<file path="src/rtl/sram_wr_seq.sv">
module sram_wr_seq #(
  parameter int CLK_NS   = 10,
  parameter int ADDR_W   = 11,
  parameter int DATA_W   = 9,
  parameter int T_AS_NS  = 0,
  parameter int T_WP_NS  = 20,
  parameter int T_EW_NS  = 20,
  parameter int T_AW_NS  = 20,
  parameter int T_DW_NS  = 12,
  parameter int T_WZ_NS  = 10,
  parameter int T_DH_NS  = 0,
  parameter int T_WR_NS  = 0,
  parameter int T_WC_NS  = 25,
  parameter int T_BAA_NS = 20
) (
  input  logic              clk,
  input  logic              rst,
  input  logic              req,
  input  logic [ADDR_W-1:0] req_addr,
  input  logic [DATA_W-1:0] req_data,
  input  logic              req_oe_low,
  input  logic              busy,
  output logic              ack,
  output logic [ADDR_W-1:0] sram_addr,
  output logic [DATA_W-1:0] sram_dout,
  output logic              sram_drive,
  output logic              sram_ce_n,
  output logic              sram_we_n,
  output logic              sram_oe_n
);

  function automatic int cyc(int ns);
    return (ns <= 0) ? 0 : (ns + CLK_NS - 1) / CLK_NS;
  endfunction

  function automatic int mx(int a, int b);
    return (a > b) ? a : b;
  endfunction

  localparam int CW    = 8;
  localparam int C_DW  = cyc(T_DW_NS);
  localparam int C_WZ  = cyc(T_WZ_NS);
  localparam int C_DH  = cyc(T_DH_NS);
  localparam int C_WC  = cyc(T_WC_NS);
  localparam int C_BAA = cyc(T_BAA_NS);
  localparam int S_LEN = mx(cyc(T_AS_NS), 1);
  localparam int W_HI  = mx(mx(cyc(T_WP_NS), C_DW), mx(cyc(T_EW_NS) - S_LEN, cyc(T_AW_NS) - S_LEN));
  localparam int W_LO  = mx(W_HI, C_WZ + C_DW);
  localparam int TL_HI = mx(mx(C_DH, cyc(T_WR_NS)), C_WC - S_LEN - W_HI);
  localparam int TL_LO = mx(mx(C_DH, cyc(T_WR_NS)), C_WC - S_LEN - W_LO);

  typedef enum logic [1:0] {IDLE, SETUP, STROBE, TAIL} st_t;

  st_t st, nxt;
  logic [CW-1:0] cnt, cnt_nxt, baa, w_last, tail_len, d_start;
  logic oe_lat, oe_nxt, accept, gate;

  assign accept   = (st == IDLE) && req && !ack;
  assign gate     = !busy && (baa == '0);
  assign oe_nxt   = accept ? req_oe_low : oe_lat;
  assign w_last   = oe_lat ? CW'(W_LO - 1) : CW'(W_HI - 1);
  assign tail_len = oe_lat ? CW'(TL_LO) : CW'(TL_HI);
  assign d_start  = oe_nxt ? CW'(C_WZ) : '0;

  always_comb begin
    nxt = st;
    case (st)
      IDLE:   if (accept) nxt = SETUP;
      SETUP:  if (cnt >= CW'(S_LEN - 1) && gate) nxt = STROBE;
      STROBE: if (cnt == w_last) nxt = (tail_len == '0) ? IDLE : TAIL;
      TAIL:   if (cnt == tail_len - CW'(1)) nxt = IDLE;
      default: nxt = IDLE;
    endcase
    cnt_nxt = (nxt != st) ? '0 : ((&cnt) ? cnt : cnt + CW'(1));
  end

  always_ff @(posedge clk) begin
    if (rst) begin
      st         <= IDLE;
      cnt        <= '0;
      baa        <= '0;
      oe_lat     <= 1'b0;
      sram_addr  <= '0;
      sram_dout  <= '0;
      sram_ce_n  <= 1'b1;
      sram_we_n  <= 1'b1;
      sram_oe_n  <= 1'b1;
      sram_drive <= 1'b0;
      ack        <= 1'b0;
    end else begin
      st     <= nxt;
      cnt    <= cnt_nxt;
      oe_lat <= oe_nxt;
      baa    <= busy ? CW'(C_BAA) : ((baa != '0) ? baa - CW'(1) : baa);
      if (accept) begin
        sram_addr <= req_addr;
        sram_dout <= req_data;
      end
      sram_ce_n  <= !(nxt == SETUP || nxt == STROBE);
      sram_we_n  <= !(nxt == STROBE);
      sram_oe_n  <= !oe_nxt;
      sram_drive <= (nxt == STROBE && cnt_nxt >= d_start) ||
                    (nxt == TAIL && cnt_nxt < CW'(C_DH));
      ack        <= (nxt == IDLE) && (st != IDLE);
    end
  end

  logic [CW-1:0] wlen;
  always_ff @(posedge clk) begin
    if (rst)             wlen <= '0;
    else if (!sram_we_n) wlen <= wlen + CW'(1);
    else                 wlen <= '0;
  end

  assert_we_inside_ce_R3: assert property (@(posedge clk) disable iff (rst)
    !sram_we_n |-> !sram_ce_n);
  assert_addr_quiet_R3: assert property (@(posedge clk) disable iff (rst)
    !$stable(sram_addr) |-> ($past(sram_ce_n) && $past(sram_we_n)));
  assert_min_strobe_R4: assert property (@(posedge clk) disable iff (rst)
    $rose(sram_we_n) |-> (wlen >= CW'(W_HI)));
  assert_no_contention_R6: assert property (@(posedge clk) disable iff (rst)
    sram_drive |-> (sram_oe_n || !sram_we_n || sram_ce_n));
  assert_busy_holds_R7: assert property (@(posedge clk) disable iff (rst)
    $fell(sram_we_n) |-> !$past(busy));
  assert_strobes_rise_R8: assert property (@(posedge clk) disable iff (rst)
    $rose(sram_we_n) |-> $rose(sram_ce_n));
  assert_ack_pulse_R8: assert property (@(posedge clk) disable iff (rst)
    ack |=> !ack);

endmodule

</file>
<file path="config.mk">
export PLATFORM = sky130hd
export DESIGN_NAME = sram_wr_seq
export DESIGN_NICKNAME = d
export VERILOG_FILES = /design/src/rtl/sram_wr_seq.sv
export SDC_FILE = /design/constraint.sdc
export NUM_CORES = 1
export LEC_CHECK = 0
export ABC_CLOCK_PERIOD_IN_PS = 3200
export BUFFER_PORTS_ARGS = -buffer_cell sky130_fd_sc_hd__buf_2
export CORE_MARGIN = 4
export CORE_UTILIZATION = 49
export CTS_CLUSTER_SIZE = 40
export DETAILED_ROUTE_END_ITERATION = 8
export HOLD_SLACK_MARGIN = 0.1
export PLACE_DENSITY = 0.87
export REMOVE_ABC_BUFFERS = 1
export SETUP_SLACK_MARGIN = 0.02
export SLEW_MARGIN = 20
export SYNTH_ARGS = -nofsm -noshare
export SYNTH_HDL_FRONTEND = slang
export SYNTH_SLANG_ARGS = --single-unit
export TNS_END_PERCENT = 30
</file>
<file path="constraint.sdc">
create_clock -name clk -period 3.2 [get_ports clk]
set_input_delay 0.48 -clock clk [delete_from_list [all_inputs] [get_ports clk]]
set_output_delay 0.48 -clock clk [all_outputs]
set_load 0.02 [all_outputs]
</file>
**Word-level counts from Yosys, hierarchy flattened**

Index checks and enable logic that the tools add are counted.

- Register bits: 44

- Add/subtract/negate cells: 2
- $lt $le $gt $ge: 3
- Equality and inequality tests: 9
- Multiplexer cells: 12
- Reduce and logical (&&, ||, !) cells: 22

Operator list:

| kind | number |
|---|---|
| $mux W8 | 2 |
| $mux W2 | 7 |
| $add A8 B1 Y8 const B | 1 |
| $eq A2 B2 Y1 const B | 4 |
| $eq A8 B2 Y1 | 1 |
| $eq A8 B8 Y1 const B | 1 |
| $ge A8 B1 Y1 | 1 |
| $ge A8 B1 Y1 const B | 1 |
| $logic_not A8 Y1 | 1 |
| $lt A8 B1 Y1 const B | 1 |
| $pmux W2 S4 | 1 |
| $reduce_and A8 Y1 | 1 |
| $reduce_bool A8 Y1 | 1 |
| $sub A8 B1 Y8 const B | 1 |
| $logic_and A1 B1 Y1 | 7 |
| $logic_not A1 Y1 | 5 |
| $eq A2 B1 Y1 const B | 2 |
| $logic_not A2 Y1 | 2 |
| $reduce_bool A2 Y1 | 2 |
| $logic_or A1 B1 Y1 | 2 |
| $mux W1 | 2 |
| $ne A2 B2 Y1 | 1 |
| $reduce_or A2 Y1 | 1 |

**Depth between registers and ports, before layout**

- Word-level depth: 10
- Depth in mapped cells: 10
- Depth with buffers taken out: 10

**Least setup slack after synthesis**

No wires, ideal clock.

- Path type: flip-flop to flip-flop
- From: register cnt[0]
- To: register sram_ce_n
- Arrival: 2.198 ns
- Data required time: 3.077 ns
- Path slack: 0.879 ns
- Cell stages (with the launch flop): 9
- Path buffers: 0
- Clock period less this slack: 2.321 ns
- Cells stage by stage: dfxtp_1 -> ha_1 -> nand3_1 -> nor3_1 -> o2bb2ai_1 -> a21oi_1 -> inv_1 -> ha_1 -> or2_2

- Longest elaborated chain between the ends: 7

Ends and longest elaborated chain:

| what | RTL line | RTL |
|---|---|---|
| from (decl) | 55 | `logic [CW-1:0] cnt, cnt_nxt, baa, w_last, tail_len, d_start;` |
| from (signal assigned) | 92 | `cnt <= cnt_nxt;` |
| $ge A8 B1 Y1 | 69 | `SETUP: if (cnt >= CW'(S_LEN - 1) && gate) nxt = STROBE;` |
| $logic_and A1 B1 Y1 | 69 |  |
| $mux W2 | 69 |  |
| $pmux W2 S4 (*) | 67 | `case (st)` |
| named net nxt[1] | 54 | `st_t st, nxt;` |
| $eq A2 B1 Y1 / $eq A2 B2 Y1 (equally long branches) | 99 | `sram_ce_n <= !(nxt == SETUP \|\| nxt == STROBE);` |
| $logic_or A1 B1 Y1 (*) | 99 |  |
| $logic_not A1 Y1 (*) | 99 |  |
| to (signal assigned) | 99 |  |
| to (decl) | 27 | `output logic sram_ce_n,` |

Mark *: on every way through the listed nets, which the timed path passes. The rest lies on a longest branch.
A chain may end at the register's enable or synchronous reset.

**Final worst setup path**

- From: register baa[2]
- To: register sram_drive

- Longest elaborated chain between the ends: 10

Ends and longest elaborated chain:

| what | RTL line | RTL |
|---|---|---|
| from (decl) | 55 |  |
| from (signal assigned) | 94 | `baa <= busy ? CW'(C_BAA) : ((baa != '0) ? baa - CW'(1) : baa);` |
| $logic_not A8 Y1 (*) | 59 | `assign gate = !busy && (baa == '0);` |
| $logic_and A1 B1 Y1 (*) | 59 |  |
| $logic_and A1 B1 Y1 (*) | 69 |  |
| $mux W2 (*) | 69 |  |
| $pmux W2 S4 (*) | 67 |  |
| $ne A2 B2 Y1 | 74 | `cnt_nxt = (nxt != st) ? '0 : ((&cnt) ? cnt : cnt + CW'(1));` |
| $mux W8 | 74 |  |
| $ge A8 B1 Y1 / $lt A8 B1 Y1 (equally long branches) | 102, 103 |  |
| $logic_and A1 B1 Y1, on equally long branches | 102, 103 |  |
| $logic_or A1 B1 Y1 (*) | 102 | `sram_drive <= (nxt == STROBE && cnt_nxt >= d_start) \|\|` |
| to (signal assigned) | 102 |  |
| to (decl) | 26 | `output logic sram_drive,` |

Every way passes the cells marked *; elsewhere a longest branch is shown, timed or not.

==> metrics.yaml <==
timing:
  final_min_period_over_clock_period_pct: 73.4
  rsz0062_at_grt: "no"
  slew_headroom_pct: 64.5
  hold_viol: 0
  timing.final.ws_setup_ns: 0.852
  min_clock_period_post_route_ns: 2.35
  final.setup_skew_ns: 0.00631
  drv_slew: 0
  setup-tns-final_ns: 0
  max_freq_ghz: 0.426
  setup_viol: 0
  timing_worst_slew_pin_value_ns: 0.532
clocking:
  postCtsHoldBufs: 0
  clk_pin_slew_worst_paths_ns: 0.08
  worst_skew_pair.late_latency_ns: 0.29
  cts_inserted_buffers: 5
  tritoncts_num_sinks: 44
  post_cts_setup_repair_buffer_count: 0
  ctsHtreeMaxLevel: 2
  tritoncts: "yes"
  cell_chosen_for_the_clock_root: "sky130_fd_sc_hd__clkbuf_8"
  resized_after_cts: 0
  clockBufferDepth: 2
worst_setup_path:
  critical-path-max-stage-delay_ns: 0.57
  cp_slowest_cell: "sky130_fd_sc_hd__or4_4"
  cp_data_required_time_ns: 3.37
  endpoint_kind: "register"
  critical_path_class: "reg2reg"
  critical_path.max_fanout: 5
  critical_path_arrival_ns: 2.52
  crit_path_launch_type: "register"
  crit_chain: "or4_4 > nor4b_4 > a22o_4 > a211o_1 > nand2b_1 > ha_1 > inv_1 > a21o_1 > o31ai_1"
final_layout:
  mostFrequentLayoutCell: "sky130_fd_sc_hd__buf_2"
  most-common-layout-cells: "49 x sky130_fd_sc_hd__buf_2, 44 x sky130_fd_sc_hd__dfxtp_1, 43 x sky130_fd_sc_hd__nand2_1"
  final.fill_count: 342
  antennaDiodeCount: 0
  finish.net_count: 300
  layout-area-overhead-vs-synth_pct: 19.2
  layout-drive-gt1-share_pct: 25.7
pwr:
  leakagePower_uw: 0.00100
  power.density_cell_area_nw_per_um2: 649
  peakVddDrop_mv: 0.421
placed_design:
  hpwl_um: 3070
  gpl.final_weighted_congestion: 0.809
  preCtsSetupSlack_ns: 0.837
  port_buffers: 49
die:
  overall_die_height_um: 70.6
  design.die.area_um2: 4980
  core_region_area_um2: 3720
  fp.dieW_um: 70.6
  num_io_pins: 50
  rows: 22
  floorplan.initialDensity_pct: 51.6
global_route:
  wire_length_of_the_first_global_routing_pass_um: 7160
  globalRouteTotalUtil_pct: 17.8
  grt.overflow.total: 0
  grt_max_degree: 32
  grt_antenna_before_repair: 0
  number_of_global_route_vias_before_repair: 1586
routing:
  drt_drc_violations_left: 0
  routed_via_count: 1649
  detail_route.first_pass.iterations: 4
  vias_per_cell: 5.20
  detailedRoute.firstIterationViolations: 48
  wl_per_cell_um: 13.0
  final_antenna_net_count: 0
  drt_wl_total_um: 4120
synthesis:
  ys_types: 41
  synth_async_sr_flop_share_pct: 0
  yosys.area.top_type: "sky130_fd_sc_hd__dfxtp_1"
  synth-main-ff-cell: "sky130_fd_sc_hd__dfxtp_1"
  post_synthesis_average_cell_area_um2: 8.68
  synth_sequential_area_ratio_pct: 45.9
  synthDominantCellAreaShare_pct: 45.9
  yosysWarningCount: 0
  post_synth_main_area_contributors: "sky130_fd_sc_hd__dfxtp_1 46%, sky130_fd_sc_hd__nand2_1 8.4%, sky130_fd_sc_hd__a21oi_1 5.7%"
  synth_edf_count: 0
  syn_inst: 221
  synth_area_um2: 1920
  synth_seq_cells: 44
flow_run:
  cap_violations: 0
worst_hold_path:
  worstHoldPathType: "in2reg"
run_status:
  result_of_the_run: "complete, no violations"
-- cell families (layout without fill, tap and decap cells) --
group | Yosys count | count (layout) | share of synthesized area [%]
and+or+nand+nor | 99 | 99 | 26.1
xor gates and xnor gates | 9 | 9 | 4.11
buffers and inverters | 22 | 70 | 4.50
adders and majority gates | 6 | 6 | 3.91
muxes | 4 | 4 | 2.22
DFF | 44 | 44 | 45.9
AOI/OAI and AO/OA | 37 | 37 | 13.2
-- area by class of cell --
type / count / area, µm² / share of cell area, %
clock buffer: 6 / 72.6 / 3.17
clock inverter: 1 / 5.00 / 0.219
inverter: 11 / 41.3 / 1.80
multi-input combinational: 155 / 961 / 42.0
sequential: 44 / 881 / 38.5
tap: 48 / 60.1 / 2.62
timing repair buffer: 52 / 268 / 11.7
-- cells in the mapped netlist, types with 2 or more instances --
cell type,n
sky130_fd_sc_hd__xor2_1,2
sky130_fd_sc_hd__and3_1,3
sky130_fd_sc_hd__a21oi_1,22
sky130_fd_sc_hd__nor3_1,11
sky130_fd_sc_hd__inv_1,11
sky130_fd_sc_hd__nand2b_1,2
sky130_fd_sc_hd__mux2_2,2
sky130_fd_sc_hd__buf_2,3
sky130_fd_sc_hd__mux2i_1,2
sky130_fd_sc_hd__nor4_1,2
sky130_fd_sc_hd__or4_4,2
sky130_fd_sc_hd__nor2_1,19
sky130_fd_sc_hd__nor3b_1,3
sky130_fd_sc_hd__nand3b_1,3
sky130_fd_sc_hd__a31oi_1,4
sky130_fd_sc_hd__xnor2_1,7
sky130_fd_sc_hd__ha_1,6
sky130_fd_sc_hd__dfxtp_1,44
sky130_fd_sc_hd__clkbuf_1,8
sky130_fd_sc_hd__nand2_1,43
sky130_fd_sc_hd__or3_1,2
-- power breakdown --
| group | internal (µW) | leakage [µW] | switching (µW) | total (µW) |
|---|---|---|---|---|
| combinational | 230 | 0.000603 | 259 | 489 |
| clock | 148 | 0.0000410 | 173 | 322 |
| sequential | 618 | 0.000360 | 56.0 | 674 |
| total | 996 | 0.00100 | 489 | 1480 |
-- per-stage QoR --
step | total power [µW] | util [%] | hold WS (ns) | instances | instance area [µm²]
floorplan | 1040 | - | 0.485 | 210 | 1870
global placement | 1160 | 59.5 | 0.439 | 310 | 2210
detailed placement | 1180 | 59.5 | 0.447 | 310 | 2210
CTS | 1500 | 61.6 | 0.409 | 317 | 2290
global route | 1590 | 61.6 | 0.410 | 317 | 2290
finish | 1480 | 61.6 | 0.417 | 317 | 2290
-- worst paths after layout --
kind	from	endpoint	slack (ns)	cells past startpoint
setup / recovery	baa[2]	sram_drive	0.85	9
hold / removal	req_data[0]	sram_dout[0]	0.42	3
setup reg to reg	baa[2]	sram_drive	0.85	9
hold reg to reg	sram_addr[1]	sram_addr[1]	0.45	2
-- flip-flops by register name, indices dropped and copies added (netlist names) --
signal and cells:
ack 1, baa 8, cnt 8, oe_lat 1
sram_addr 11, sram_ce_n 1, sram_dout 9, sram_drive 1
sram_oe_n 1, sram_we_n 1, st 2
-- critical path: cells and delay by family (launching register included) --
family / cells / cell delay [ns]
flip-flops: 1 / 0.34
adder cells (fa/ha/maj): 1 / 0.24
AND/OR/NAND/NOR: 3 / 1.09
buffers and inverters: 1 / 0.06
AO/OA/AOI/OAI: 4 / 0.50
-- metal layers --
metal,up-vias,share of wire [%],track usage [%]
met5,-,0,0
met4,0,2.5,6.26
met3,12,3.5,5.82
met2,27,52,30.6
met1,767,42,20.7
li1,843,-,-
Power figures use the tool's default switching activity.
